==> src/rtl/hip_pkg.sv <==
package hip_pkg;
  // Mask bit positions; the controller firmware relies on this layout.
  localparam int MASK_W   = 8;
  localparam int B_EVTCLR = 0;
  localparam int B_EVT    = 1;
  localparam int B_OE     = 2;
  localparam int B_INF    = 3;
  localparam int B_LSN    = 4;
  localparam int B_TLK    = 5;
  localparam int B_CTL    = 6;
  localparam int B_SRQ    = 7;
  // Causes whose interrupt always clears status.
  localparam logic [MASK_W-1:0] CLR_ALWAYS =
    (MASK_W'(1) << B_SRQ) | (MASK_W'(1) << B_CTL) |
    (MASK_W'(1) << B_TLK) | (MASK_W'(1) << B_LSN);
endpackage

==> src/rtl/hip_cond_match.sv <==
module hip_cond_match
  import hip_pkg::*;
(
  input  logic [MASK_W-1:0] mask_q,
  input  logic [MASK_W-1:1] cond,
  output logic              any_hit,
  output logic              clr_hit,
  output logic              oe_hit
);
  logic [MASK_W-1:0] hit;

  assign hit[0] = 1'b0;
  for (genvar i = 1; i < MASK_W; i++) begin : g_hit
    assign hit[i] = mask_q[i] & cond[i];
  end

  always_comb begin
    any_hit = |hit;
    oe_hit  = hit[B_OE];
    clr_hit = (|(hit & CLR_ALWAYS)) | (hit[B_EVT] & mask_q[B_EVTCLR]);
  end
endmodule

==> src/rtl/hip_irq_state.sv <==
module hip_irq_state
  import hip_pkg::*;
(
  input  logic              clk,
  input  logic              rst,
  input  logic              mask_wr,
  input  logic [MASK_W-1:0] mask_din,
  input  logic              any_hit,
  input  logic              clr_hit,
  input  logic              oe_hit,
  input  logic              r6_rd,
  input  logic              status_rd,
  output logic [MASK_W-1:0] mask_q,
  output logic              pend_q,
  output logic              status_q
);
  logic oe_done_q;
  logic new_irq;
  logic clr_status;

  always_comb begin
    new_irq    = any_hit & (~pend_q | r6_rd);
    clr_status = new_irq & (clr_hit | (oe_hit & ~oe_done_q));
  end

  always_ff @(posedge clk) begin
    if (rst) begin
      mask_q    <= '0;
      pend_q    <= 1'b0;
      status_q  <= 1'b1;
      oe_done_q <= 1'b0;
    end else begin
      if (mask_wr) mask_q <= mask_din;
      pend_q <= (pend_q & ~r6_rd) | any_hit;
      if (clr_status)     status_q <= 1'b0;
      else if (status_rd) status_q <= 1'b1;
      if (mask_wr)                oe_done_q <= 1'b0;
      else if (new_irq && oe_hit) oe_done_q <= 1'b1;
    end
  end
endmodule

==> src/rtl/hip_poll_drive.sv <==
module hip_poll_drive #(
  parameter int SEL_W = 4
) (
  input  logic                      clk,
  input  logic                      rst,
  input  logic [SEL_W-1:0]          sel_code,
  input  logic                      poll_n,
  input  logic                      poll_addr_msb,
  input  logic                      pend_q,
  output logic                      irq_lo,
  output logic                      irq_hi,
  output logic [2**(SEL_W-1)-1:0]   dbus_pull
);
  localparam int LINES = 2**(SEL_W-1);
  logic hi_range;
  logic answer;

  always_comb begin
    hi_range = sel_code[SEL_W-1];
    answer   = ~poll_n & (poll_addr_msb == hi_range);
  end

  always_ff @(posedge clk) begin
    if (rst) begin
      irq_lo <= 1'b0;
      irq_hi <= 1'b0;
    end else begin
      irq_lo <= pend_q & poll_n & ~hi_range;
      irq_hi <= pend_q & poll_n & hi_range;
    end
  end

  for (genvar i = 0; i < LINES; i++) begin : g_line
    always_ff @(posedge clk) begin
      if (rst) dbus_pull[i] <= 1'b0;
      else     dbus_pull[i] <= answer & (sel_code[SEL_W-2:0] == (SEL_W-1)'(i));
    end
  end
endmodule

==> src/rtl/host_irq_poll.sv <==
module host_irq_poll
  import hip_pkg::*;
#(
  parameter int SEL_W = 4
) (
  input  logic                    clk,
  input  logic                    rst,
  input  logic [SEL_W-1:0]        sel_code,
  input  logic                    mask_wr,
  input  logic [MASK_W-1:0]       mask_din,
  input  logic                    srq_in,
  input  logic                    ctl_in,
  input  logic                    tlk_in,
  input  logic                    lsn_in,
  input  logic                    in_full,
  input  logic                    out_empty,
  input  logic                    evt_in,
  input  logic                    r6_rd,
  input  logic                    status_rd,
  input  logic                    poll_n,
  input  logic                    poll_addr_msb,
  output logic                    irq_lo,
  output logic                    irq_hi,
  output logic [2**(SEL_W-1)-1:0] dbus_pull,
  output logic                    status_ok
);
  logic [MASK_W-1:1] cond;
  logic [MASK_W-1:0] mask_q;
  logic any_hit, clr_hit, oe_hit, pend_q;

  always_comb begin
    cond        = '0;
    cond[B_SRQ] = srq_in;
    cond[B_CTL] = ctl_in;
    cond[B_TLK] = tlk_in;
    cond[B_LSN] = lsn_in;
    cond[B_INF] = in_full;
    cond[B_OE]  = out_empty;
    cond[B_EVT] = evt_in;
  end

  hip_cond_match u_match (
    .mask_q (mask_q), .cond (cond),
    .any_hit(any_hit), .clr_hit(clr_hit), .oe_hit(oe_hit)
  );

  hip_irq_state u_state (
    .clk(clk), .rst(rst), .mask_wr(mask_wr), .mask_din(mask_din),
    .any_hit(any_hit), .clr_hit(clr_hit), .oe_hit(oe_hit),
    .r6_rd(r6_rd), .status_rd(status_rd),
    .mask_q(mask_q), .pend_q(pend_q), .status_q(status_ok)
  );

  hip_poll_drive #(.SEL_W(SEL_W)) u_poll (
    .clk(clk), .rst(rst), .sel_code(sel_code), .poll_n(poll_n),
    .poll_addr_msb(poll_addr_msb), .pend_q(pend_q),
    .irq_lo(irq_lo), .irq_hi(irq_hi), .dbus_pull(dbus_pull)
  );
endmodule

==> config.mk <==
export PLATFORM = sky130hd
export DESIGN_NAME = host_irq_poll
export DESIGN_NICKNAME = d
export VERILOG_FILES = /design/src/rtl/hip_pkg.sv /design/src/rtl/hip_cond_match.sv /design/src/rtl/hip_irq_state.sv /design/src/rtl/hip_poll_drive.sv /design/src/rtl/host_irq_poll.sv
export SDC_FILE = /design/constraint.sdc
export NUM_CORES = 1
export LEC_CHECK = 0
export CORE_UTILIZATION = 30
export DETAILED_ROUTE_END_ITERATION = 10
export PLACE_DENSITY = 0.68
export REMOVE_ABC_BUFFERS = 1
export SLEW_MARGIN = 10
export SYNTH_ARGS = -nofsm -noshare
export SYNTH_HDL_FRONTEND = slang
export SYNTH_SLANG_ARGS = --single-unit
==> constraint.sdc <==
create_clock -name clk -period 1.09 [get_ports clk]
set_input_delay 0.218 -clock clk [delete_from_list [all_inputs] [get_ports clk]]
set_output_delay 0.218 -clock clk [all_outputs]
set_load 0.05 [all_outputs]
-- After elaboration in Yosys (flattened, before gate mapping)
Index checks and enable logic that the tools add are counted.
- register bits after elaboration: 21
- latch bits: 0
- RAM bits: 0
- ROM bits: 0
- output and inout port bits: 11
- memories kept: 0
- add/sub/neg operators: 0
- $mul: 0
- div/mod/pow operators: 0
- $lt $le $gt $ge: 0
- eq/ne operators: 8
- shift operators: 0
- mux-type cells: 2
- bitwise logic cells: 33
- reductions and logical operators: 6
- operators by type and width (kind ; number):
    1-bit bitwise AND ; 24
    3-bit equality test, second input constant ; 4
    7-bit OR reduction ; 1
    3-bit by 2-bit equality test with 1-bit output, second input constant ; 2
    1-bit NOT ; 5
    1-bit OR ; 4
    4-bit OR reduction ; 1
    3-bit by 1-bit equality test with 1-bit output, second input constant ; 1
    3-bit zero test ; 1
    1-bit 2-to-1 mux ; 2
    2-bit nonzero test ; 1
    2-bit OR reduction ; 1
    1-bit equality test ; 1
    1-bit logical AND ; 1

-- Logic depth before layout (Yosys ltp)
- depth in word-level cells: 6
- depth in mapped cells: 3
- mapped depth without buffers: 3

-- Hierarchy
A second synthesis with hierarchy kept.
- cell total of the unflattened synthesis: 72
- area total of the unflattened synthesis: 754.5 um^2
- modules (own cells, without submodules) (module ; times used ; cells an instance ; area an instance (um^2)):
    hip_irq_state ; 1 ; 38 ; 399.1
    hip_poll_drive ; 1 ; 27 ; 307.8
    hip_cond_match ; 1 ; 7 ; 47.5

-- Least setup slack after synthesis
No wires, ideal clock.
- kind: reg2reg
- from: reg u_state.status_q (netlist name)
- to: reg u_state.status_q
- setup time: 0.120 ns
- arrival time: 0.964 ns
- path slack: 0.006 ns
- cell stages (with the launch flop): 3
- cell sequence: dfxtp_1 > or3_1 > o31a_1
- RTL lines (item ; line ; source):
    end signal: assignment ; hip_irq_state.sv:30 ; status_q <= 1'b1;
    end signal: assignment ; hip_irq_state.sv:35 ; if (clr_status) status_q <= 1'b0;
    end signal: assignment ; hip_irq_state.sv:36 ; else if (status_rd) status_q <= 1'b1;
    end: declaration ; hip_irq_state.sv:15 ; output logic status_q

-- Worst setup path after layout
- from: in tlk_in
- to: reg u_state.status_q
- word-level cells in the longest chain between the ends: 6
- elaborated cells on any way between the ends: 9
- ends and longest elaborated chain (item ; line ; source):
    start: declaration ; host_irq_poll.sv:13 ; input logic tlk_in,
    1-bit bitwise AND * ; hip_cond_match.sv:14 ; assign hit[i] = mask_q[i] & cond[i];
    4-bit OR reduction ; hip_cond_match.sv:20 ; clr_hit = (|(hit & CLR_ALWAYS)) | (hit[B_EVT] & mask_q[B_EVTCLR]);
    1-bit OR ; hip_cond_match.sv:20 ;
    1-bit OR ; hip_irq_state.sv:23 ; clr_status = new_irq & (clr_hit | (oe_hit & ~oe_done_q));
    1-bit bitwise AND * ; hip_irq_state.sv:23 ;
    1-bit 2-to-1 mux or 2-bit nonzero test (tied branches) ; - ;
Mark *: on every way between the ends. The rest lies on a longest branch, timed or not.
A chain may end at the register's enable or synchronous reset.

==> impl_metrics.env <==
export IMPL_status="complete, no violations"
export IMPL_p_seq_share_pct=55.9
export IMPL_finalHoldViolations=0
export IMPL_syn_area_sq_um=739.5
export IMPL_place_area_sq_mm=0.001287
export IMPL_finalCriticalPeriod_ps=1061
export IMPL_cts_buffers=3
export IMPL_synthToLayoutAreaGrowth_pct=79.69
export IMPL_routed_wl_mm=1.750
export IMPL_reg2reg_depth=3
export IMPL_crit_path_top_delay_cell="clkdlybuf4s50_1"
export IMPL_power_density_mw_per_mm2=1111
export IMPL_final_max_slew_viol_count=0
export IMPL_core_sq_mm=0.002276
export IMPL_antenna_found_initial=0
export IMPL_post_cts_buffers=0
export IMPL_grt_pass1_vias=651
export IMPL_clk_root_buffer_cell="clkbuf_4"
export IMPL_hpwlAfterDp_mm=1.488
export IMPL_crit_path_end_kind="flip-flop"
export IMPL_via_per_inst=4.625
export IMPL_drive_gt1_share_pct=22.41
export IMPL_crit_type="in2reg"
export IMPL_grt_start_max_net_pins=12
export IMPL_drt_first_pass_iters=4
export IMPL_internal_power_mw=1.123
export IMPL_crit_end="u_state.status_q$_SDFFE_PP1P_"
export IMPL_die_y_um=51.65
export IMPL_ant_nets=0
export IMPL_antenna_cells=0
export IMPL_nNetsFinal=143
export IMPL_seq_area_frac_synth_pct=56.85
export IMPL_clkTransAtPathRegs_ps=110
export IMPL_power_share_clock_pct=24.3
export IMPL_start_util_pct=32.49
export IMPL_switching_share_pct=23.91
export IMPL_clockBufferDepth=2
export IMPL_fillers=187
export IMPL_track_usage_pct=15.02
export IMPL_maxSlewHeadroom_pct=81.97
export IMPL_synthCells=71
export IMPL_post_drt_wl_per_cell_um=12.15
export IMPL_cpPeakStageDelay_ps=450
export IMPL_synth_cell_types=20
export IMPL_r2r_start="u_state.mask_q[4]$_SDFFE_PP0P_"
export IMPL_p_leak_nw=0.5412
export IMPL_start_kind="input port"
export IMPL_crit_start="tlk_in"
export IMPL_cap_violations=0
export IMPL_num_rows=17
export IMPL_setup_viol=0
export IMPL_gp_congestion=0.7648
export IMPL_stdcell_area_sq_mm=0.001329
export IMPL_die_area_sq_mm=0.002667
export IMPL_io_pins=37
export IMPL_final_cell_mix="clkdlybuf4s50_1, dfxtp_1, nor2_1"
export IMPL_avgSynthCellArea_sq_um=10.41
export IMPL_clock_sinks=21
export IMPL_ys_ff_latch=21
export IMPL_rsz0062_at_grt="false"
export IMPL_die_x_um=51.65
export IMPL_synth_warning_count=0
export IMPL_vias=666
export IMPL_cts_tree="yes"
export IMPL_crit_fanout=2
export IMPL_path_cells="clkdlybuf4s50_1 -> a22o_1 -> and4b_1 -> o31a_1"
export IMPL_drc=0
export IMPL_htree_levels=1
export IMPL_final_util_pct=58.38
export IMPL_pwr_share_comb_pct=19.7
export IMPL_min_delay_path_class="in2reg"
export IMPL_clock_latency_ps=290
export IMPL_post_route_period_util_pct=97.31
export IMPL_rrSetupSlack_ps=60
export IMPL_crit_arrival_ps=1250
export IMPL_overflow=0
export IMPL_required_ps=1280
export IMPL_worstMarginPinSlew_ps=270.0
export IMPL_ir_worst_vdd_mv=0.6408
export IMPL_fmax_ghz=0.9428
export IMPL_finalClockSkew_ps=5.381
export IMPL_first_iter_violations=12
export IMPL_switching_power_mw=0.3528
export IMPL_grt_pass1_wl_mm=2.891
export IMPL_r2r_end="u_state.status_q$_SDFFE_PP1P_"
export IMPL_final_common_cell="clkdlybuf4s50_1"
export IMPL_io_buffers=36
layout make-up:
cell class / count / area [sq um] / share of cell area [%]
repair buffers: 43 / 525.5 / 39.55
flip-flops and latches: 21 / 422.9 / 31.83
multi-input cells: 48 / 319.1 / 24.01
well taps: 28 / 35.03 / 2.637
clock buffers: 4 / 26.28 / 1.977
per-layer routing:
layer  part of all wire (%)  GRT usage, %  up-vias
li1                       -             -      338
met4                    1.1         6.757        0
met3                    3.7         2.632        2
met2                     55         26.19       17
met5                      0             0        -
met1                     41         17.77      309
flip-flops by register name, summed over array words and instances, names as in the netlist:
| name | count |
|---|---|
| u_state.pend_q | 1 |
| u_poll.irq_lo | 1 |
| u_state.mask_q | 8 |
| u_poll.dbus_pull | 8 |
| u_state.status_q | 1 |
| u_state.oe_done_q | 1 |
| u_poll.irq_hi | 1 |
metrics by stage:
stage	total power, mW	instances	setup TNS (ps)	hold slack (ps)	worst slack, ps
5_1_grt	1.559	144	0	373.4	4.364
3_3_place_gp	1.120	140	-3216	477.1	-266.2
2_1_floorplan	0.9358	69	0	287.4	6.461
4_1_cts	1.489	144	0	493.0	12.58
3_5_place_dp	1.128	140	-3490	480.3	-279.9
6_report	1.476	144	0	370.1	29.32
worst min path at each step:
stage | end | startpoint | depth (start not counted) | slack (ps)
floorplan | u_state.pend_q$_SDFF_PP0_ | rst | 1 | 290
global placement | u_state.mask_q[5]$_SDFFE_PP0P_ | u_state.mask_q[5]$_SDFFE_PP0P_ | 2 | 480
detailed placement | u_poll.irq_lo$_SDFF_PP0_ | u_state.pend_q$_SDFF_PP0_ | 1 | 480
CTS | u_poll.irq_lo$_SDFF_PP0_ | u_state.pend_q$_SDFF_PP0_ | 1 | 490
global route | u_state.status_q$_SDFFE_PP1P_ | rst | 2 | 370
finish | u_state.status_q$_SDFFE_PP1P_ | rst | 2 | 370
cells in the mapped netlist, drive strengths merged:
| master | count | area, sq um |
|---|---|---|
| nand3 | 2 | 10.01 |
| a22o | 1 | 8.760 |
| nor2 | 15 | 56.30 |
| nand3b | 2 | 15.01 |
| and4b | 2 | 20.02 |
| mux2i | 8 | 80.08 |
| buf | 2 | 10.01 |
| xnor2 | 1 | 8.760 |
| dfxtp | 21 | 420.4 |
| nor2b | 1 | 6.260 |
| or3 | 1 | 6.260 |
| a31oi | 2 | 12.51 |
| a22oi | 2 | 15.01 |
| o31a | 1 | 8.760 |
| nand2b | 3 | 18.77 |
| nor4bb | 1 | 10.01 |
| and2b | 1 | 8.760 |
| a21oi | 1 | 5.000 |
| nor3 | 3 | 15.01 |
| nand2 | 1 | 3.750 |
what timing repair did:
item,in CTS,in global routing
setup endpoints to repair,0,6
hold buffers,0,0
resized for setup,0,5
power groups by stage:
stage	combinational [mW]	sequential (mW)	clock, mW
2_1_floorplan	0.0712	0.865	0
3_3_place_gp	0.281	0.839	0
4_1_cts	0.288	0.824	0.377
6_report	0.291	0.825	0.359
3_5_place_dp	0.287	0.842	0
5_1_grt	0.314	0.831	0.415
cells by family (layout without fill, tap and decap cells):
logic type | Yosys count | after routing | synth area share, %
xor+xnor | 1 | 1 | 1.185
simple gates | 32 | 32 | 23.01
compound gates | 7 | 7 | 6.767
buf+inv | 2 | 47 | 1.354
mux | 8 | 8 | 10.83
flops | 21 | 21 | 56.85
worst max-delay path, delay by kind of cell:
kind | cells | cell delay, ps
AOI/OAI and AO/OA | 2 | 390
buffers and inverters | 1 | 450
and+or+nand+nor | 1 | 190
No activity file was read; power rests on OpenSTA's default activity.
